$ cat src/rtl/tfp_pkg.sv
package tfp_pkg;
  localparam int unsigned DEF_THREADS = 16;
  localparam int unsigned DEF_SP_W    = 16;
  localparam int unsigned DEF_PC_W    = 16;
  localparam int unsigned STAT_W      = 64;
  typedef logic [STAT_W-1:0] stat_t;

  // lower half wins when it is valid and its key is not larger (index tie-break)
  function automatic logic lo_takes(input logic lo_v, input logic hi_v,
                                    input logic [63:0] lo_key, input logic [63:0] hi_key);
    return lo_v && (!hi_v || (lo_key <= hi_key));
  endfunction
endpackage

$ cat src/rtl/tfp_pick_node.sv
module tfp_pick_node #(
  parameter int unsigned KEY_W = 32,
  parameter int unsigned IDX_W = 4
) (
  input  logic             lo_v,
  input  logic [KEY_W-1:0] lo_key,
  input  logic [IDX_W-1:0] lo_idx,
  input  logic             hi_v,
  input  logic [KEY_W-1:0] hi_key,
  input  logic [IDX_W-1:0] hi_idx,
  output logic             out_v,
  output logic [KEY_W-1:0] out_key,
  output logic [IDX_W-1:0] out_idx
);
  logic take_lo;
  assign take_lo = tfp_pkg::lo_takes(lo_v, hi_v, 64'(lo_key), 64'(hi_key));
  assign out_v   = lo_v | hi_v;
  assign out_key = take_lo ? lo_key : hi_key;
  assign out_idx = take_lo ? lo_idx : hi_idx;
endmodule

$ cat src/rtl/tfp_pick_tree.sv
module tfp_pick_tree #(
  parameter int unsigned N     = 16,
  parameter int unsigned KEY_W = 32,
  parameter int unsigned IDX_W = $clog2(N)
) (
  input  logic [N-1:0]       act,
  input  logic [N*KEY_W-1:0] keys,
  output logic               win_v,
  output logic [KEY_W-1:0]   win_key,
  output logic [IDX_W-1:0]   win_idx
);
  localparam int unsigned LEAVES = 1 << IDX_W;
  localparam int unsigned NODES  = 2 * LEAVES - 1;

  logic             nv [NODES];
  logic [KEY_W-1:0] nk [NODES];
  logic [IDX_W-1:0] ni [NODES];

  for (genvar j = 0; j < LEAVES; j++) begin : g_leaf
    if (j < N) begin : g_real
      assign nv[LEAVES-1+j] = act[j];
      assign nk[LEAVES-1+j] = keys[j*KEY_W +: KEY_W];
    end else begin : g_pad
      assign nv[LEAVES-1+j] = 1'b0;
      assign nk[LEAVES-1+j] = '0;
    end
    assign ni[LEAVES-1+j] = IDX_W'(j);
  end

  // heap order: left child covers the lower thread indices
  for (genvar i = 0; i < LEAVES - 1; i++) begin : g_node
    tfp_pick_node #(.KEY_W(KEY_W), .IDX_W(IDX_W)) u_node (
      .lo_v  (nv[2*i+1]), .lo_key(nk[2*i+1]), .lo_idx(ni[2*i+1]),
      .hi_v  (nv[2*i+2]), .hi_key(nk[2*i+2]), .hi_idx(ni[2*i+2]),
      .out_v (nv[i]),     .out_key(nk[i]),    .out_idx(ni[i])
    );
  end

  assign win_v   = nv[0];
  assign win_key = nk[0];
  assign win_idx = ni[0];
endmodule

$ cat src/rtl/tfp_serve_mask.sv
module tfp_serve_mask #(
  parameter int unsigned N    = 16,
  parameter int unsigned PC_W = 16
) (
  input  logic [N-1:0]      act,
  input  logic [N*PC_W-1:0] pcs,
  input  logic              win_v,
  input  logic [PC_W-1:0]   win_pc,
  output logic [N-1:0]      mask
);
  for (genvar j = 0; j < N; j++) begin : g_cmp
    assign mask[j] = win_v && act[j] && (pcs[j*PC_W +: PC_W] == win_pc);
  end
endmodule

$ cat src/rtl/tfp_stat_accum.sv
module tfp_stat_accum #(
  parameter int unsigned N = 16
) (
  input  logic           clk,
  input  logic           rst_n,
  input  logic           clr,
  input  logic           pick,
  input  logic [N-1:0]   mask,
  output tfp_pkg::stat_t pick_cnt,
  output tfp_pkg::stat_t served_cnt
);
  tfp_pkg::stat_t served_inc;
  assign served_inc = tfp_pkg::stat_t'($countones(mask));

  always_ff @(posedge clk or negedge rst_n) begin
    if (!rst_n) begin
      pick_cnt   <= '0;
      served_cnt <= '0;
    end else if (clr) begin
      pick_cnt   <= '0;
      served_cnt <= '0;
    end else begin
      pick_cnt   <= pick_cnt + tfp_pkg::stat_t'(pick);
      served_cnt <= served_cnt + served_inc;
    end
  end
endmodule

$ cat src/rtl/thread_fetch_picker.sv
module thread_fetch_picker #(
  parameter int unsigned N_THR = tfp_pkg::DEF_THREADS,
  parameter int unsigned SP_W  = tfp_pkg::DEF_SP_W,
  parameter int unsigned PC_W  = tfp_pkg::DEF_PC_W,
  localparam int unsigned IDX_W = $clog2(N_THR),
  localparam int unsigned KEY_W = SP_W + PC_W
) (
  input  logic                   clk,
  input  logic                   rst_n,
  input  logic                   clr_stats_i,
  input  logic [N_THR-1:0]       act_i,
  input  logic [N_THR*SP_W-1:0]  sp_i,
  input  logic [N_THR*PC_W-1:0]  pc_i,
  output logic                   pick_vld_o,
  output logic [IDX_W-1:0]       win_idx_o,
  output logic [PC_W-1:0]        win_pc_o,
  output logic [N_THR-1:0]       served_mask_o,
  output logic [63:0]            pick_cnt_o,
  output logic [63:0]            served_cnt_o
);
  logic [N_THR*KEY_W-1:0] keys;
  for (genvar j = 0; j < N_THR; j++) begin : g_key
    assign keys[j*KEY_W +: KEY_W] = {sp_i[j*SP_W +: SP_W], pc_i[j*PC_W +: PC_W]};
  end

  // named internal events
  logic             nxt_vld;
  logic [KEY_W-1:0] nxt_key;
  logic [IDX_W-1:0] nxt_idx_raw;
  logic [IDX_W-1:0] nxt_idx;
  logic [PC_W-1:0]  nxt_pc;
  logic [N_THR-1:0] nxt_mask;

  tfp_pick_tree #(.N(N_THR), .KEY_W(KEY_W), .IDX_W(IDX_W)) u_tree (
    .act(act_i), .keys(keys),
    .win_v(nxt_vld), .win_key(nxt_key), .win_idx(nxt_idx_raw)
  );

  assign nxt_pc  = nxt_vld ? nxt_key[PC_W-1:0] : '0;
  assign nxt_idx = nxt_vld ? nxt_idx_raw : '0;

  tfp_serve_mask #(.N(N_THR), .PC_W(PC_W)) u_mask (
    .act(act_i), .pcs(pc_i), .win_v(nxt_vld), .win_pc(nxt_pc), .mask(nxt_mask)
  );

  always_ff @(posedge clk or negedge rst_n) begin
    if (!rst_n) begin
      pick_vld_o    <= 1'b0;
      win_idx_o     <= '0;
      win_pc_o      <= '0;
      served_mask_o <= '0;
    end else begin
      pick_vld_o    <= nxt_vld;
      win_idx_o     <= nxt_idx;
      win_pc_o      <= nxt_pc;
      served_mask_o <= nxt_mask;
    end
  end

  tfp_stat_accum #(.N(N_THR)) u_stat (
    .clk(clk), .rst_n(rst_n), .clr(clr_stats_i),
    .pick(nxt_vld), .mask(nxt_mask),
    .pick_cnt(pick_cnt_o), .served_cnt(served_cnt_o)
  );
endmodule

$ cat config.mk
export PLATFORM = sky130hd
export DESIGN_NAME = thread_fetch_picker
export DESIGN_NICKNAME = d
export VERILOG_FILES = /design/src/rtl/tfp_pkg.sv /design/src/rtl/tfp_pick_node.sv /design/src/rtl/tfp_pick_tree.sv /design/src/rtl/tfp_serve_mask.sv /design/src/rtl/tfp_stat_accum.sv /design/src/rtl/thread_fetch_picker.sv
export SDC_FILE = /design/constraint.sdc
export NUM_CORES = 2
export LEC_CHECK = 0
export ABC_AREA = 1
export BUFFER_PORTS_ARGS = -buffer_cell sky130_fd_sc_hd__buf_2
export CAP_MARGIN = 20
export CORE_AREA = 2 2 275 277
export CTS_CLUSTER_DIAMETER = 100
export DETAILED_ROUTE_END_ITERATION = 8
export DIE_AREA = 0 0 277 279
export GPL_TIMING_DRIVEN = 0
export HOLD_SLACK_MARGIN = 0.03
export PLACE_DENSITY_LB_ADDON = 0.15
export SYNTH_ARGS = -nofsm -noshare
export SYNTH_HDL_FRONTEND = slang
export SYNTH_SLANG_ARGS = --single-unit
$ cat constraint.sdc
create_clock -name clk -period 6.85 [get_ports clk]
set_clock_uncertainty 0.2 [all_clocks]
set_input_delay 1.37 -clock clk [delete_from_list [all_inputs] [get_ports clk]]
set_output_delay 1.37 -clock clk [all_outputs]
set_load 0.05 [all_outputs]
# == After elaboration in Yosys (flattened, before gate mapping) ==
# Cells that the tools add are included.
# totals
register_bits,165
output_inout_bits,165
wordCells,180
inputBits,531
# op_classes
n_eq_ne,16
add_sub_neg,17
n_lt_le_gt_ge,15
bitwise,15
reduce_logical,77
mux,34
# op_table
operator,count
$le 32x32->1,15
$mux 32,14
$eq 16x16->1,16
$add 32x32->32,7
$mux 64,2
$add 64x1->64,1
$add 64x64->64,1
$logic_and 1x1->1,47
$mux 16,2
$add 1x1->2,8
$logic_not 1->1,15
$logic_or 1x1->1,15
$or 1x1->1,15
$mux 1,8
$mux 2,4
$mux 4,2
$mux 3,2

# == Depth between registers and ports, before layout ==
# logic_depth
word_depth,25
ltp_mapped,105
mapped_depth_nobuf,100

# == Modules after synthesis ==
# Synthesis repeated with hierarchy kept, for this count alone.
# unflattened
hier_cells,6236
hier_area_um2,35089.9
# modules_own_cells
mod,area_each_um2,n_inst,cells_per_inst
tfp_pick_node,1400.1,15,261
tfp_stat_accum,8732.1,1,1313
tfp_serve_mask,4250.3,1,927
thread_fetch_picker,1098.6,1,79
tfp_pick_tree,7.5,1,2

# == Least setup slack after synthesis ==
# No wires, ideal clock.
# synth_path
kind,input to register
startpoint,input port pc_i[31]
endpoint,register u_stat.served_cnt[36]
arrival_ns,13.943
cell_stages,80
path_buffers,8
setup_slack_ns,-7.418
cell_sequence,inv_1 > ha_1 > nand2_1 > nor3_1 > nand2_1 > nor2_1 > a21boi_1 > nand2_2 > nand2_4 > buf_6 > inv_1 > clkbuf_1 > o21ai_0 > ha_1 > nand2_1 > nor2_2 > nand4_1 > nor3_2 > [44 not listed] > ha_1 > inv_1 > o21bai_1 > a21oi_1 > o21ai_1 > inv_1 > nor2_2 > nand2_1 > nor2_1 > nand4_1 > nor2_1 > nand2_1 > nor2_1 > nand2_1 > nor2_1 > nand4_1 > o21ai_0 > a21oi_1
# synth_between
elab_chain_cells,25
elab_cells_between_ends,66
cone_classes,add/sub: 16; order compare: 4; eq/ne: 16; mux: 6; reduce/logical: 24
# synth_rtl
item,line,source
start: declaration,thread_fetch_picker.sv:13,"input logic [N_THR*PC_W-1:0] pc_i,"
$le 32x32->1,tfp_pkg.sv:11,return lo_v && (!hi_v || (lo_key <= hi_key));
$logic_or 1x1->1,tfp_pkg.sv:11,
$logic_and 1x1->1,tfp_pkg.sv:11,
$mux 32 (*),tfp_pick_node.sv:18,assign out_key = take_lo ? lo_key : hi_key;
$le 32x32->1,tfp_pkg.sv:11,
$logic_or 1x1->1,tfp_pkg.sv:11,
$logic_and 1x1->1,tfp_pkg.sv:11,
$mux 32 (*),tfp_pick_node.sv:18,
[9 not listed],-,
net nxt_pc[14],thread_fetch_picker.sv:31,logic [PC_W-1:0] nxt_pc;
$eq 16x16->1 (*),tfp_serve_mask.sv:12,assign mask[j] = win_v && act[j] && (pcs[j*PC_W +: PC_W] == win_pc);
$logic_and 1x1->1 (*),tfp_serve_mask.sv:12,
net nxt_mask[14],thread_fetch_picker.sv:32,logic [N_THR-1:0] nxt_mask;
$add 1x1->2 (not written as such) (*),tfp_stat_accum.sv:13,assign served_inc = tfp_pkg::stat_t'($countones(mask));
$add 32x32->32 (not written as such) (*) (3 in series),tfp_stat_accum.sv:13,
$add 64x64->64 (*),tfp_stat_accum.sv:24,served_cnt <= served_cnt + served_inc;
$mux 64 (*),tfp_stat_accum.sv:19,end else if (clr) begin
end signal: assignment,tfp_stat_accum.sv:24,
end: declaration,tfp_stat_accum.sv:10,output tfp_pkg::stat_t served_cnt
# Mark *: on every way through the listed nets, which the timed path passes. The rest lies on a longest branch.

# == Final worst setup path ==
# layout_path
startpoint,input port sp_i[253]
endpoint,register u_stat.served_cnt[17]
# layout_between
elab_chain_cells,25
elab_cells_between_ends,66
cone_classes,add/sub: 16; order compare: 4; eq/ne: 16; mux: 6; reduce/logical: 24
# layout_rtl
item,line,source
start: declaration,thread_fetch_picker.sv:12,"input logic [N_THR*SP_W-1:0] sp_i,"
$le 32x32->1,tfp_pkg.sv:11,
$logic_or 1x1->1,tfp_pkg.sv:11,
$logic_and 1x1->1,tfp_pkg.sv:11,
$mux 32 (*),tfp_pick_node.sv:18,
$le 32x32->1,tfp_pkg.sv:11,
$logic_or 1x1->1,tfp_pkg.sv:11,
$logic_and 1x1->1,tfp_pkg.sv:11,
$mux 32 (*),tfp_pick_node.sv:18,
[9 not listed],-,
net nxt_pc[9],thread_fetch_picker.sv:31,
$eq 16x16->1 (*),tfp_serve_mask.sv:12,
$logic_and 1x1->1 (*),tfp_serve_mask.sv:12,
net nxt_mask[2],thread_fetch_picker.sv:32,
$add 1x1->2 (not written as such) (*),tfp_stat_accum.sv:13,
$add 32x32->32 (not written as such) (*) (3 in series),tfp_stat_accum.sv:13,
$add 64x64->64 (*),tfp_stat_accum.sv:24,
$mux 64 (*),tfp_stat_accum.sv:19,
# Marks and branches as above.

==> flow_summary.toml <==
[finish]
final-seq-area_mm2 = 0.004129
fin_cells = 7420
multi_input_area_mm2 = 0.02849
final_common_cell = "nand2_1"
fin_util = 0.6297
final_layout_size_suffix_gt1_frac = 0.3190
final_cell_mix = "nand2_1 (1311), inv_1 (703), buf_2 (681)"
area_growth_pct = 45.78
fill_cells = 7064
layout.nets = 7435

[synthesis]
synth_warnings = 0
synth-edff-count = 0
synth.net_count = 6392
ys_seq_elements = 165
synth_cell_type_count = 58
yosysSeqAreaShare = 0.1291
syn_area_mm2 = 0.03199
async_flop_share = 1.000
synth_ff_type = "dfrtp_1"
avgSynthCellArea_um2 = 5.982
synth_cells = 5348

[floorplan]
die_height_um = 279
rows = 100
die_w_um = 277
start_util = 0.4319
coreArea_mm2 = 0.07407
dieArea_mm2 = 0.07728
io_pins = 696

[clock_network]
cts.path.max_buffers = 2
cts_inserted_buffers = 17
cts_max_level = 4
root_buffer = "clkbuf_16"
clock_latency_ps = 510
cts_tree = "yes"
clk_pin_slew_ps = 80
cts_num_sinks = 165

[power]
power.density_mw_per_mm2 = 360.6
ir_drop_v = 0.0004192
finalPower_mw = 16.82
power_leakage_nw = 24.36

[route]
dr.pass1.iters = 7
first_iter_violations = 4169
route.detailed.drc = 0
wl_per_cell_um = 24.15
viasPerCell = 5.739
vias = 42580
antenna_left = 0
wirelength_mm = 179.2

[critical_path]
critPathBufInv = 25
max_stage_delay_ps = 520
required_ps = 7030
rrSetupSlack_ps = 3160
crit_type = "in2reg"
critPathMostFrequentCell = "buf_12"
reg2reg_depth = 18
critPathArrivalTime_ps = 15100
crit_family = "simple AND/OR/NAND/NOR gates"
worstReg2RegEnd = "u_stat.pick_cnt[62]"
worstReg2RegStart = "u_stat.pick_cnt[0]"
cp_max_fo = 10
cp-start-kind = "primary input"
crit_path_end_kind = "register"
cpMaxStageDelayCell = "fa_1"

[global_route]
grt_pass1_vias = 39530
grtUsageTotal = 0.4400
antenna_found_initial = 46
grt_start_max_net_pins = 94
grt_pass1_wl_mm = 252.2
globalRouteOverflowTotal = 0

[placement]
hpwl_mm = 139.3
dp_cells = 7006
gp_congestion = 1.054
io_buffers = 688
place_ws_ps = -11630

[outcome]
outcome = "finished with violations"
violations = "negative setup slack"

[timing]
slew_headroom = 0.3157
rsz0062_at_grt = "true"
finalMaxSlewViolations = 0
hold_viol_final = 0
finalCritPeriodShare = 2.177
setup_ws_ps = -8061
worst_slew_pin_slew_ps = 1026
fin_crit_ps = 14910
finalSetupViolCount = 100
max_freq_ghz = 0.06706
fin_tns_setup_ps = -567470

[min_path]
hold_depth = 1
min_from = "u_stat.pick_cnt[20]"
whs_endpoint = "u_stat.pick_cnt[20]"
min_path_type = "reg2reg"

[job]
cap_violations = 0
[registers in the layout, indices dropped and copies added (netlist names)]
name               cells
u_stat.pick_cnt       64
win_pc_o              16
served_mask_o         16
pick_vld_o             1
u_stat.served_cnt     64
win_idx_o              4
[Yosys cell counts, drive strengths merged (3+ instances only)]
library cell  count  area share
nand2          1482        0.18
inv             805       0.094
nand3           582       0.097
ha              501        0.20
nor2            494       0.058
a21oi           346       0.055
o21ai           338       0.053
dfrtp           165        0.13
buf              99       0.022
nor3             89       0.015
nand4            81       0.016
xor2             76       0.021
clkbuf           54      0.0063
nor4             52       0.012
and2             49      0.0096
o21a             33      0.0077
o22ai            13      0.0025
fa               12      0.0075
a31oi            10      0.0020
xnor2            10      0.0027
a21boi            9      0.0025
o21bai            7      0.0016
a21o              5      0.0012
nand3b            5      0.0012
nor3b             5      0.0013
o211ai            4     0.00094
a211oi            3     0.00070
clkinv            3     0.00035
or2               3     0.00059
[power breakdown]
group	total (mW)	switching [mW]	internal, mW	leakage (nW)
sequential	1.07	0.0247	1.04	2.26
combinational	14.7	9.21	5.50	21.8
clock	1.04	0.506	0.529	0.297
total	16.8	9.75	7.07	24.4
[through the flow]
step	hold slack (ps)	cell area (um2)
2_1_floorplan	574.1	32720
3_3_place_gp	302.8	37380
3_5_place_dp	311.7	37420
4_1_cts	322.5	43720
5_1_grt	348.7	46600
6_report	329.3	46640
[area by class of cell]
| class | count | area share |
|---|---|---|
| timing repair buffer | 1024 | 0.1448 |
| inverter | 808 | 0.06755 |
| antenna | 47 | 0.002522 |
| clock inverter | 14 | 0.003380 |
| tap | 969 | 0.02600 |
| buffer | 153 | 0.04681 |
| sequential | 165 | 0.08853 |
| multi-input combinational | 4222 | 0.6110 |
| clock buffer | 18 | 0.009416 |
[what timing repair did]
action                     in CTS  in global routing
setup buffers                 201                114
gates cloned                   19                  2
gates resized for setup       923                452
setup endpoints to repair     100                100
hold buffers                    0                  0
pin swaps                     244                231
[worst max-delay path by stage]
stage / startpoint / end / cells after the start
2_1_floorplan: sp_i[253] / u_stat.served_cnt[25] / 85
3_3_place_gp: sp_i[127] / u_stat.served_cnt[52] / 80
3_5_place_dp: sp_i[127] / u_stat.served_cnt[52] / 80
4_1_cts: pc_i[218] / u_stat.served_cnt[36] / 89
5_1_grt: sp_i[253] / u_stat.served_cnt[36] / 88
6_report: sp_i[253] / u_stat.served_cnt[17] / 84
[metal layers]
| metal | track usage | vias to the layer above | share of wire |
|---|---|---|---|
| li1 | - | 19720 | - |
| met1 | 0.5502 | 19830 | 0.39 |
| met2 | 0.7060 | 2390 | 0.44 |
| met3 | 0.07999 | 624 | 0.093 |
| met4 | 0.2649 | 14 | 0.074 |
| met5 | 0 | - | 0.00055 |
[worst reg2reg max path, cell delays in order (launching register included)]
cell,delay [ps]
dfrtp_1,350
ha_1,170
ha_1,170
nand2_1,80
inv_1,90
nand2_1,50
inv_1,80
nand2_1,90
nor2_1,350
inv_1,180
nor2_1,230
nand3_1,180
nor2_1,200
nand4_1,220
nor2_1,290
nand3_1,210
nor2_1,190
a21oi_1,80
o21a_1,150
[logic make-up (layout without fill, tap and decap cells)]
logic type	Yosys count	after routing	share of synthesized area
AND/OR/NAND/NOR	2845	2845	0.3907
buffers and inverters	961	2017	0.1233
AO/OA/AOI/OAI	778	778	0.1299
adder cells (fa/ha/maj)	513	513	0.2034
flip-flops	165	165	0.1291
XOR/XNOR	86	86	0.02354
other	0	47	0
Note: power is estimated with default switching activity, not from simulation.
